--- config.mk ---
export PLATFORM = sky130hd
export DESIGN_NAME = smbus_alert_responder
export DESIGN_NICKNAME = d
export VERILOG_FILES = /design/src/rtl/sar_pkg.sv /design/src/rtl/sar_bus_sync.sv /design/src/rtl/sar_idle_timer.sv /design/src/rtl/smbus_alert_responder.sv
export SDC_FILE = /design/constraint.sdc
export NUM_CORES = 1
export LEC_CHECK = 0
export BUFFER_PORTS_ARGS = -buffer_cell sky130_fd_sc_hd__buf_2
export CELL_PAD_IN_SITES_DETAIL_PLACEMENT = 1
export CELL_PAD_IN_SITES_GLOBAL_PLACEMENT = 1
export CORE_ASPECT_RATIO = 0.5
export CORE_MARGIN = 3
export CORE_UTILIZATION = 45
export CTS_CLUSTER_DIAMETER = 80
export CTS_CLUSTER_SIZE = 12
export DETAILED_ROUTE_END_ITERATION = 16
export HOLD_SLACK_MARGIN = 0.02
export PLACE_DENSITY_LB_ADDON = 0.1
export SYNTH_ARGS = -nofsm -noshare
export SYNTH_HDL_FRONTEND = slang
export SYNTH_HIERARCHICAL = 1
export SYNTH_SLANG_ARGS = --single-unit
--- constraint.sdc ---
create_clock -name clk -period 3.25 [get_ports clk]
set_clock_uncertainty 0.15 [all_clocks]
set_input_delay 0.65 -clock clk [delete_from_list [all_inputs] [get_ports clk]]
set_output_delay 0.65 -clock clk [all_outputs]
set_load 0.03 [all_outputs]
--- src/rtl/sar_pkg.sv ---
package sar_pkg;
    typedef enum logic [2:0] {
        ST_IDLE,
        ST_RX_ADDR,
        ST_ADDR_END,
        ST_ACK,
        ST_TX,
        ST_MACK,
        ST_PARK
    } sar_state_e;

    // alert response address (0001100) with read bit set
    localparam logic [7:0] ARA_READ_BYTE = 8'b0001_1001;
endpackage

--- src/rtl/sar_bus_sync.sv ---
module sar_bus_sync #(
    parameter int SYNC_STAGES = 2
) (
    input  logic clk,
    input  logic rst_n,
    input  logic scl_in,
    input  logic sda_in,
    output logic scl_lvl,
    output logic sda_lvl,
    output logic scl_rise,
    output logic scl_fall,
    output logic start_det,
    output logic stop_det,
    output logic bus_edge
);
    localparam int LAST = SYNC_STAGES - 1;

    logic [LAST:0] scl_ff;
    logic [LAST:0] sda_ff;
    logic          scl_q;
    logic          sda_q;

    generate
        if (SYNC_STAGES == 1) begin : g_one
            always_ff @(posedge clk or negedge rst_n) begin
                if (!rst_n) begin
                    scl_ff <= '1;
                    sda_ff <= '1;
                end else begin
                    scl_ff <= scl_in;
                    sda_ff <= sda_in;
                end
            end
        end else begin : g_chain
            always_ff @(posedge clk or negedge rst_n) begin
                if (!rst_n) begin
                    scl_ff <= '1;
                    sda_ff <= '1;
                end else begin
                    scl_ff <= {scl_ff[LAST-1:0], scl_in};
                    sda_ff <= {sda_ff[LAST-1:0], sda_in};
                end
            end
        end
    endgenerate

    always_ff @(posedge clk or negedge rst_n) begin
        if (!rst_n) begin
            scl_q <= 1'b1;
            sda_q <= 1'b1;
        end else begin
            scl_q <= scl_ff[LAST];
            sda_q <= sda_ff[LAST];
        end
    end

    assign scl_lvl   = scl_ff[LAST];
    assign sda_lvl   = sda_ff[LAST];
    assign scl_rise  = scl_lvl & ~scl_q;
    assign scl_fall  = ~scl_lvl & scl_q;
    assign start_det = scl_lvl & scl_q & sda_q & ~sda_lvl;
    assign stop_det  = scl_lvl & scl_q & ~sda_q & sda_lvl;
    assign bus_edge  = (scl_lvl ^ scl_q) | (sda_lvl ^ sda_q);
endmodule

--- src/rtl/sar_idle_timer.sv ---
module sar_idle_timer #(
    parameter int LIMIT = 2_500_000
) (
    input  logic clk,
    input  logic rst_n,
    input  logic active,
    input  logic activity,
    output logic expired
);
    localparam int CW = $clog2(LIMIT + 1);

    logic [CW-1:0] cnt;
    logic          at_limit;

    assign at_limit = (cnt == CW'(LIMIT - 1));

    always_ff @(posedge clk or negedge rst_n) begin
        if (!rst_n) begin
            cnt     <= '0;
            expired <= 1'b0;
        end else begin
            expired <= active & ~activity & at_limit;
            if (!active || activity || at_limit) begin
                cnt <= '0;
            end else begin
                cnt <= cnt + 1'b1;
            end
        end
    end
endmodule

--- src/rtl/smbus_alert_responder.sv ---
module smbus_alert_responder #(
    parameter int ADDR_W      = 7,
    parameter int SYNC_STAGES = 2,
    parameter int TIMEOUT_CYC = 2_500_000
) (
    input  logic              clk,
    input  logic              rst_n,
    input  logic              scl_in,
    input  logic              sda_in,
    input  logic [ADDR_W-1:0] dev_addr,
    input  logic              alert_pending,
    input  logic              alert_status,
    output logic              sda_pull,
    output logic              alert_clear
);
    import sar_pkg::*;

    localparam int BYTE_W = 8;
    localparam int RESP_W = ADDR_W + 1;
    localparam int MAX_W  = (RESP_W > BYTE_W) ? RESP_W : BYTE_W;
    localparam int CNT_W  = $clog2(MAX_W);

    logic scl_lvl, sda_lvl, scl_rise, scl_fall, start_det, stop_det, bus_edge;
    logic tmo_hit;

    sar_state_e          state, nxt;
    logic [CNT_W-1:0]    bit_cnt;
    logic [BYTE_W-1:0]   rx_byte;
    logic [RESP_W-1:0]   tx_word;
    logic                cur_bit;
    logic                lost;

    sar_bus_sync #(.SYNC_STAGES(SYNC_STAGES)) u_sync (
        .clk       (clk),
        .rst_n     (rst_n),
        .scl_in    (scl_in),
        .sda_in    (sda_in),
        .scl_lvl   (scl_lvl),
        .sda_lvl   (sda_lvl),
        .scl_rise  (scl_rise),
        .scl_fall  (scl_fall),
        .start_det (start_det),
        .stop_det  (stop_det),
        .bus_edge  (bus_edge)
    );

    sar_idle_timer #(.LIMIT(TIMEOUT_CYC)) u_timer (
        .clk      (clk),
        .rst_n    (rst_n),
        .active   (state != ST_IDLE),
        .activity (bus_edge),
        .expired  (tmo_hit)
    );

    assign cur_bit = tx_word[RESP_W-1];
    assign lost    = scl_rise & cur_bit & ~sda_lvl;

    // next-state logic
    always_comb begin
        nxt = state;
        if (tmo_hit) begin
            nxt = ST_IDLE;
        end else if (start_det) begin
            nxt = ST_RX_ADDR;
        end else if (stop_det) begin
            nxt = ST_IDLE;
        end else begin
            unique case (state)
                ST_IDLE:     nxt = ST_IDLE;
                ST_RX_ADDR:  if (scl_rise && bit_cnt == CNT_W'(BYTE_W - 1)) nxt = ST_ADDR_END;
                ST_ADDR_END: if (scl_fall)
                                 nxt = (rx_byte == ARA_READ_BYTE && alert_pending) ? ST_ACK : ST_PARK;
                ST_ACK:      if (scl_fall) nxt = ST_TX;
                ST_TX: begin
                    if (lost)                                          nxt = ST_PARK;
                    else if (scl_fall && bit_cnt == CNT_W'(RESP_W - 1)) nxt = ST_MACK;
                end
                ST_MACK:     if (scl_fall) nxt = ST_PARK;
                ST_PARK:     nxt = ST_PARK;
                default:     nxt = ST_IDLE;
            endcase
        end
    end

    // state register
    always_ff @(posedge clk or negedge rst_n) begin
        if (!rst_n) state <= ST_IDLE;
        else        state <= nxt;
    end

    // datapath: bit counter, receive and transmit shifters
    always_ff @(posedge clk or negedge rst_n) begin
        if (!rst_n) begin
            bit_cnt <= '0;
            rx_byte <= '0;
            tx_word <= '1;
        end else if (start_det) begin
            bit_cnt <= '0;
            rx_byte <= '0;
        end else begin
            if (state == ST_RX_ADDR && scl_rise) begin
                rx_byte <= {rx_byte[BYTE_W-2:0], sda_lvl};
                bit_cnt <= bit_cnt + 1'b1;
            end
            if (state == ST_ADDR_END && nxt == ST_ACK) begin
                tx_word <= {dev_addr, alert_status};
                bit_cnt <= '0;
            end
            if (state == ST_TX && scl_fall && nxt == ST_TX) begin
                tx_word <= {tx_word[RESP_W-2:0], 1'b1};
                bit_cnt <= bit_cnt + 1'b1;
            end
        end
    end

    // outputs
    always_comb begin
        unique case (state)
            ST_ACK:  sda_pull = 1'b1;
            ST_TX:   sda_pull = ~cur_bit;
            default: sda_pull = 1'b0;
        endcase
    end

    always_ff @(posedge clk or negedge rst_n) begin
        if (!rst_n) alert_clear <= 1'b0;
        else        alert_clear <= (state == ST_MACK) && (nxt == ST_PARK);
    end
endmodule

# Word level (Yosys, flattened, before mapping)
# Index checks and enable logic that the tools add are counted.
[classes]
div_mod_pow = 0
shifts = 0
n_mux = 21
n_eq_ne = 12
order_cmp = 0
n_bitwise = 21
n_addsub = 2
mul = 0
n_reduce_logical = 16
[op_table]
columns = ["op", "count"]
rows = [
  ["3-bit two-way mux", 14],
  ["8-bit two-way mux", 4],
  ["22-bit by 1-bit adder with 22-bit output (second input constant)", 1],
  ["22-bit equality test (second input constant)", 1],
  ["22-bit two-way mux", 1],
  ["3-bit equality test (second input constant)", 6],
  ["3-bit case mux with 6 select lines", 1],
  ["1-bit AND", 11],
  ["3-bit by 2-bit equality test with 1-bit output (second input constant)", 3],
  ["8-bit by 5-bit equality test with 1-bit output (second input constant)", 1],
  ["1-bit logical AND", 8],
  ["1-bit inverter", 7],
  ["2-bit nonzero test", 2],
  ["4-bit nonzero test", 1],
  ["3-bit by 1-bit adder with 3-bit output (second input constant)", 1],
  ["3-bit by 1-bit equality test with 1-bit output (second input constant)", 1],
  ["3-bit nonzero test", 1],
  ["1-bit logical OR", 2],
  ["1-bit case mux with 2 select lines", 1],
  ["2-bit AND reduction", 1],
  ["1-bit bitwise XOR", 2],
  ["1-bit logical NOT", 1],
  ["1-bit bitwise OR", 1],
]
[totals]
output_inout_bits = 2
mem_bits_rw = 0
wordCells = 83
regBits = 52
latch_bits = 0
inputBits = 13
rom_bits = 0
n_memories = 0

# Longest topological paths before layout
# Gate-level depths: netlist (run 1).
[logic_depth]
word_depth = 14
ltp_mapped = 11
depth_no_buf = 8

# Cells and area by module
# Netlist (run 1), hierarchy kept.
[by_module_without_submodules]
columns = ["module", "cells_each", "area_per_inst_um2", "seq_area_each_um2", "n_inst"]
rows = [
  ["smbus_alert_responder", 135, 1270.0, 585.6, 1],
  ["sar_idle_timer", 121, 1176.1, 575.6, 1],
  ["sar_bus_sync", 16, 232.7, 157.7, 1],
]

# Worst setup path before layout (run 1)
# OpenSTA, ideal clock, no wires.
[synth_path]
path_type = "register to register"
from = "register u_sync.scl_q"
to = "register tx_word[1]"
arrival_ns = 2.018
period_less_slack_ns = 2.252
path_slack_ns = 0.998
stages_incl_launch_ff = 10
path_buffers = 2
setup_time_ns = 0.083
t_required_ns = 3.017
cell_sequence = "dfstp_2 -> inv_1 -> ha_1 -> nor2b_1 -> a32o_1 -> o21a_1 -> and3_1 -> buf_6 -> buf_6 -> a221o_1"
[synth_between]
elab_chain_len = 13
elab_cells_between_ends = 31
cone_classes = "eq/ne (2); mux (11); bitwise (11); reduce/logical (7)"
[synth_lines]
columns = ["item", "line_no", "source"]
rows = [
  ["from (decl)", "sar_bus_sync.sv:20", "logic scl_q;"],
  ["from (signal assigned)", "sar_bus_sync.sv:52", "scl_q <= scl_ff[LAST];"],
  ["1-bit inverter *", "sar_bus_sync.sv:59", "assign scl_rise = scl_lvl & ~scl_q;"],
  ["1-bit AND *", "sar_bus_sync.sv:59", ""],
  ["via scl_rise", "smbus_alert_responder.sv:23", "logic scl_lvl, sda_lvl, scl_rise, scl_fall, start_det, stop_det, bus_edge;"],
  ["1-bit AND (2 in series)", "smbus_alert_responder.sv:56", "assign lost = scl_rise & cur_bit & ~sda_lvl;"],
  ["3-bit two-way mux", "smbus_alert_responder.sv:75", "if (lost) nxt = ST_PARK;"],
  ["3-bit case mux with 6 select lines *", "smbus_alert_responder.sv:68", "unique case (state)"],
  ["3-bit two-way mux *", "smbus_alert_responder.sv:65", "end else if (stop_det) begin"],
  ["3-bit two-way mux *", "smbus_alert_responder.sv:63", "end else if (start_det) begin"],
  ["3-bit two-way mux *", "smbus_alert_responder.sv:61", "if (tmo_hit) begin"],
  ["via nxt[1]", "smbus_alert_responder.sv:26", "sar_state_e state, nxt;"],
  ["3-bit by 2-bit equality test with 1-bit output / 3-bit equality test (equally long branches)", "smbus_alert_responder.sv:105, smbus_alert_responder.sv:109", ""],
  ["1-bit logical AND, on equally long branches", "smbus_alert_responder.sv:105, smbus_alert_responder.sv:109", ""],
  ["2-bit nonzero test (no line)", "-", ""],
  ["2-bit AND reduction (no line)", "-", ""],
  ["to (signal assigned)", "smbus_alert_responder.sv:106", "tx_word <= {dev_addr, alert_status};"],
  ["to (signal assigned)", "smbus_alert_responder.sv:110", "tx_word <= {tx_word[RESP_W-2:0], 1'b1};"],
  ["to (decl)", "smbus_alert_responder.sv:29", "logic [RESP_W-1:0] tx_word;"],
]
# Mark *: on every way through the listed nets, which the timed path passes. The rest lies on a longest branch.
# A chain may end at the register's enable or synchronous reset.

# Final worst setup path (run 1)
[layout_path]
from = "register u_sync.scl_q"
to = "register tx_word[1]"
[layout_between]
elab_cells_between_ends = 31
cone_classes = "eq/ne (2); mux (11); bitwise (11); reduce/logical (7)"
[layout_lines]
columns = ["item", "line_no", "source"]
rows = [
  ["1-bit AND *", "sar_bus_sync.sv:60", "assign scl_fall = ~scl_lvl & scl_q;"],
  ["via scl_fall", "smbus_alert_responder.sv:23", ""],
  ["1-bit logical AND", "smbus_alert_responder.sv:76", "else if (scl_fall && bit_cnt == CNT_W'(RESP_W - 1)) nxt = ST_MACK;"],
  ["3-bit two-way mux", "smbus_alert_responder.sv:76", ""],
  ["3-bit two-way mux", "smbus_alert_responder.sv:75", ""],
  ["3-bit case mux with 6 select lines *", "smbus_alert_responder.sv:68", ""],
  ["3-bit two-way mux *", "smbus_alert_responder.sv:65", ""],
  ["3-bit two-way mux *", "smbus_alert_responder.sv:63", ""],
  ["3-bit two-way mux *", "smbus_alert_responder.sv:61", ""],
  ["via nxt[0]", "smbus_alert_responder.sv:26", ""],
  ["3-bit by 2-bit equality test with 1-bit output / 3-bit equality test (equally long branches)", "smbus_alert_responder.sv:105, smbus_alert_responder.sv:109", ""],
  ["1-bit logical AND, on equally long branches", "smbus_alert_responder.sv:105, smbus_alert_responder.sv:109", ""],
  ["2-bit nonzero test (no line)", "-", ""],
  ["2-bit AND reduction (no line)", "-", ""],
]
# Marks and branches as above.

==> reports/qor.csv, run 1 <==
metric,value,unit
status,finished clean,
yosysSeqAreaShare,0.492,
power_density,595,nW/µm²
syn_avg_cell_area,9.85,µm²
grt.busiest_layer,met2,
seq_power_share,0.486,
fin_tns_setup,0,ns
grtUsageMet1,0.236,
arrival,2.83,ns
fmax,362,MHz
n_antenna_cell,0,
drt-total-wl,5.76,mm
cts_num_sinks,52,
portBuffers,14,
vias,2028,
finalWeightedCongestion,0.770,
track_usage,0.186,
clk_pin_slew,0.07,ns
max-vdd-ir-drop,0.239,mV
yosys-mux-area-fraction,0,
drt_iter0_markers,78,
comb_power_share,0.178,
post-route-drc-count,0,
antenna_found_initial,0,
met2_usage,0.327,
num_io_pins,15,
drive_above_1_share,0.167,
cp_max_fo,17,
worstMarginPinSlew,1.03,ns
syn-num-nets,291,
synthFlopType,dfrtp_1,
cts_buffer_depth,2,
layout.nets,305,
synthSimpleGateAreaFrac,0.272,
synth_compound_area_frac,0.117,
p_switching,0.481,mW
hpwlAfterDp,4.07,mm
p_clk_frac,0.336,
p_leak,1.18,nW
post_cts_buffers,0,
hp-class,reg2reg,
die_height,60.6,µm
clock_latency,0.29,ns
post_cts_resized,0,
core_area,5610,µm²
yosys_warnings,6,
slew_violations,0,
htreeDepth,2,
grt_max_degree,47,
grt_pass1_wl,10.0,mm
finalWorstSetupSlack,0.484,ns
crit_type,reg2reg,
p_int,1.28,mW
area_growth,10.3,%
hold_depth,0,
switching_share,0.273,
die_area,6970,µm²
synth_top_family_by_area,simple AND/OR/NAND/NOR gates,
start_kind,register,
drtAntennaViolNets,0,
min_period,2.77,ns
pre_cts_ws,0.441,ns
final_common_cell,dfrtp_1,
hold_buffers,0,
synth_xor_xnor_area_share,0.0490,
grt_use_met3,0.0508,
ys_ff_latch,52,
cts_tree,done,
netlist_instances,272,
max-slew-margin-rel,0.314,
synthesis.area,2680,µm²
initial_utilization,0.477,
end_kind,register,
grt_overflow_total,0,
finalHoldViolations,0,
required,3.31,ns
numCtsBuffers,5,
cts_root_buffer,clkbuf_16,
grt_pass1_vias,2066,
rr_worst_depth,7,
first_pass_iters,4,
avgViaCountPerCell,5.63,
rows,19,
fp.dieW,115,µm
ys_async_sr_fraction,1.00,
fin_crit_sh,0.851,
synth_enable_flop_cells,0,
rsz0062_at_grt,false,
cap_viol_max_count,0,
wire_per_inst,16.0,µm
ys_types,48,
mostFrequentLayoutCells,"38 x dfrtp_1, 35 x nand2_1, 30 x nor2_1",
setup_violations,0,
synthAdderAreaFrac,0.0280,
[sequential cells by signal, summed over array words and instances (netlist names), 2 cells and up]
name	flops
tx_word	8
bit_cnt	3
state	3
u_sync/sda_ff	2
u_sync/scl_ff	2
u_timer/cnt	22
rx_byte	8
[power by group through the flow]
stage	combinational (mW)	clock (mW)	sequential (mW)
2_1_floorplan	0.267	0	0.823
3_3_place_gp	0.299	0	0.857
3_5_place_dp	0.321	0	0.861
4_1_cts	0.320	0.611	0.854
5_1_grt	0.358	0.639	0.869
6_report	0.313	0.592	0.854
[synthesized netlist by cell type (5+ instances only)]
library cell | n | area (µm²)
dfrtp_1 | 38 | 951
nand2_1 | 35 | 131
nor2_1 | 30 | 113
a21oi_1 | 14 | 70.1
dfstp_2 | 14 | 368
nand3_1 | 12 | 60.1
xnor2_1 | 11 | 96.3
o21ai_0 | 10 | 50.1
inv_1 | 9 | 33.8
nand4_1 | 9 | 56.3
nor3_1 | 8 | 40.0
a221o_1 | 7 | 70.1
ha_1 | 6 | 75.1
or3_1 | 6 | 37.5
nor2b_1 | 5 | 31.3
[routing by layer]
| layer | wire length, µm | share of wire |
|---|---|---|
| met1 | 2750 | 0.48 |
| met5 | 0 | 0 |
| met3 | 169 | 0.029 |
| met4 | 42 | 0.0073 |
| met2 | 2800 | 0.49 |
[stage by stage]
step                hold WS, ns  cell area, µm²  total power, mW  std cells   util
detailed placement        0.198            2790             1.18        352  0.498
finish                    0.205            2960             1.76        360  0.527
global route              0.214            2960             1.86        360  0.527
floorplan                 0.195            2680             1.09        272      -
global placement          0.196            2790             1.16        352  0.498
CTS                       0.207            2960             1.79        360  0.527
[worst max-delay path: stages, from the launching register on]
cell and delay [ns]:
dfstp_2 0.55, ha_1 0.32, nor3b_1 0.30, nand4_1 0.16, a41oi_2 0.24, and3_1 0.56
nor2_1 0.12, a221o_1 0.29
[kinds of logic after synthesis]
kind of cell / count (synthesis)
DFF: 52
buffers and inverters: 20
AOI/OAI and AO/OA: 44
and+or+nand+nor: 135
xor gates and xnor gates: 15
adders and majority gates: 6
[layout make-up]
class	count	area, µm²
Sequential cell	52	1320
Clock buffer	6	129
Timing Repair Buffer	18	100
Clock inverter	2	35.0
Inverter	9	33.8
Fill cell	635	2660
Multi-Input combinational cell	200	1250
Tap cell	73	91.3
[path summary, 6_finish.rpt]
kind | startpoint | end | slack [ns]
worst min-delay path | u_sync/scl_ff[0]$_DFF_PN1_ | u_sync/scl_ff[1]$_DFF_PN1_ | 0.21
worst min register to register | u_sync/scl_ff[0]$_DFF_PN1_ | u_sync/scl_ff[1]$_DFF_PN1_ | 0.21
min in group asynchronous | rst_n | alert_clear$_DFF_PN0_ | 0.38
max in group asynchronous | rst_n | tx_word[0]$_DFFE_PN1P_ | 1.81
worst max-delay path | u_sync/scl_q$_DFF_PN1_ | tx_word[1]$_DFFE_PN1P_ | 0.48
worst max register to register | u_sync/scl_q$_DFF_PN1_ | tx_word[1]$_DFFE_PN1P_ | 0.48
No activity file was read; power rests on OpenSTA's default activity.
==> run 2, diff against run 1 <==
--- a/config.mk
+++ b/config.mk
@@ -5,6 +5,7 @@
 export SDC_FILE = /design/constraint.sdc
 export NUM_CORES = 1
 export LEC_CHECK = 0
+export ABC_AREA = 1
 export BUFFER_PORTS_ARGS = -buffer_cell sky130_fd_sc_hd__buf_2
 export CELL_PAD_IN_SITES_DETAIL_PLACEMENT = 1
 export CELL_PAD_IN_SITES_GLOBAL_PLACEMENT = 1
==> reports/qor.csv, run 2 <==
metric,value,unit
ys_types,30,
synth.most_common_cell,nand2_1,
fin_crit_sh,0.839,
finish.instance_area,3370,µm²
rsz0062_at_grt,false,
start_kind,register,
end_kind,register,
grt.busiest_layer,met2,
yosys-top-cells-count,"106 x nand2_1, 67 x nor2_1, 55 x inv_1, 38 x dfrtp_1, 33 x nand3_1",
numCtsBuffers,5,
clk_pin_slew,0.07,ns
initial_utilization,0.484,
power_density,599,nW/µm²
cts_root_buffer,clkbuf_16,
r2r-start,u_sync/scl_ff[1]$_DFF_PN1_,
grtUsageMet1,0.262,
post_cts_resized,0,
status,finished clean,
layout.nets,445,
hold_buffers,0,
ys_ff_latch,52,
max-slew-margin-rel,0.673,
holdWs,0.110,ns
syn_avg_cell_area,7.51,µm²
mostFrequentLayoutCells,"106 x nand2_1, 67 x nor2_1, 55 x inv_1",
grt_overflow_total,0,
num_io_pins,15,
area_growth,9.96,%
grt_use_met3,0.0460,
crit_type,reg2reg,
yosys_warnings,6,
netlist_top_cells_area,"dfrtp_1 31%, nand2_1 13%, dfstp_2 12%",
hpwlAfterDp,5.58,mm
max-vdd-ir-drop,0.212,mV
post-route-util,0.532,
post-synth-top-area-cell,dfrtp_1,
cts_buffer_depth,2,
crit_path_top_delay_cell,dfstp_2,
met2_usage,0.386,
netlist_instances,408,
final_common_cell,nand2_1,
grt_pass1_wl,13.3,mm
crit_path_start,u_sync/scl_ff[1]$_DFF_PN1_,
arrival,2.80,ns
fin_tns_setup,0,ns
synth_enable_flop_cells,0,
largest_register_ffs,22,
drt-total-wl,7.43,mm
hp-class,in2async,
syn-num-nets,427,
wire_per_inst,14.4,µm
core_area,6330,µm²
critical-path-max-stage-delay,0.57,ns
cts_num_sinks,52,
drt_iter0_markers,111,
fp.dieW,123,µm
synthFlopType,dfrtp_1,
synthesis.area,3060,µm²
first_pass_iters,4,
rrSetupSlack,0.52,ns
crit_chain,ha_1 -> inv_1 -> nor2_1 -> clkinv_1 -> nand3_1 -> inv_1 -> nand2_2 -> nand3b_2 -> nor2_8 -> nand2_4 -> nand2_4 -> inv_2 -> nand2_1 -> nand2_1,
yosysSeqAreaShare,0.430,
ys_async_sr_fraction,1.00,
largest_register,u_timer/cnt,
post_cts_buffers,0,
worstMarginPinSlew,0.490,ns
netlist.area_leader.share,0.310,
vias,2555,
largestRegisters,"u_timer/cnt: 22 flops, rx_byte: 8 flops, tx_word: 8 flops",
portBuffers,14,
die_height,64.4,µm
slew_violations,0,
cp_max_fo,13,
required,3.32,ns
finalHoldViolations,0,
cts_tree,done,
dpl-instance-area,3210,µm²
track_usage,0.213,
grt_pass1_vias,2887,
p_leak,1.64,nW
fill_cells,812,
rows,20,
min_period,2.73,ns
drtAntennaViolNets,0,
cap_viol_max_count,0,
clock_latency,0.29,ns
die_area,7900,µm²
htreeDepth,2,
fmax,367,MHz
grt_max_degree,39,
post-route-drc-count,0,
antenna_found_initial,0,
n_antenna_cell,0,
drive_above_1_share,0.180,
avgViaCountPerCell,4.96,
setup_violations,0,
finalWeightedCongestion,0.840,
## run 2: changes by cell type after synthesis, sizes merged, moves of 8 or more
cell,delta
nand3,+23
nand2,+90
xnor2,-8
inv,+52
a21oi,-12
nor2,+47
## run 2: cell type report
type	count	area, µm²	share of cell area
Inverter	62	233	0.0691
Tap cell	88	110	0.0327
Multi-Input combinational cell	290	1470	0.436
Sequential cell	52	1320	0.391
Clock inverter	2	12.5	0.00371
Timing Repair Buffer	15	77.6	0.0230
Clock buffer	6	150	0.0446
## run 2: critical path, delay by kind of cell (launching register included)
family                     cells  cell delay, ns
adders and majority gates      1            0.16
buffers and inverters          4            0.53
DFF                            1            0.57
and+or+nand+nor                9            1.23
## run 2: logic make-up after synthesis
logic type	Yosys count	share of synthesized area
AOI/OAI and AO/OA	15	0.0314
xor gates and xnor gates	10	0.0286
buffers and inverters	66	0.0906
DFF	52	0.430
and+or+nand+nor	259	0.394
adders and majority gates	6	0.0245
## run 2: path summary, 6_finish.rpt
path                       cells after the start                          to
setup / recovery                              14      tx_word[5]$_DFFE_PN1P_
max in group asynchronous                      2  u_sync/sda_ff[0]$_DFF_PN1_
hold reg to reg                                0  u_sync/sda_ff[1]$_DFF_PN1_
setup reg to reg                              14      tx_word[5]$_DFFE_PN1P_
min in group clk                               0  u_sync/sda_ff[1]$_DFF_PN1_
hold / removal                                 1          state[0]$_DFF_PN0_
## run 2: report_power, final
part | total, mW | switching, mW | internal (mW)
combinational | 0.568 | 0.384 | 0.183
sequential | 0.878 | 0.0998 | 0.778
clock | 0.573 | 0.242 | 0.331
total | 2.02 | 0.726 | 1.29
## run 2: layer usage
layer	wire, µm	vias up	part of all wire
met5	0	-	0
met4	40	0	0.0054
met3	207	5	0.028
li1	-	1289	-
met2	3740	24	0.50
met1	3440	1237	0.46
## run 2: metrics by stage
step	power, mW	cells	setup slack, ns
2_1_floorplan	1.31	408	1.00
3_3_place_gp	1.41	507	0.759
3_5_place_dp	1.45	507	0.610
4_1_cts	2.04	515	0.525
5_1_grt	2.16	515	0.250
6_report	2.02	515	0.524
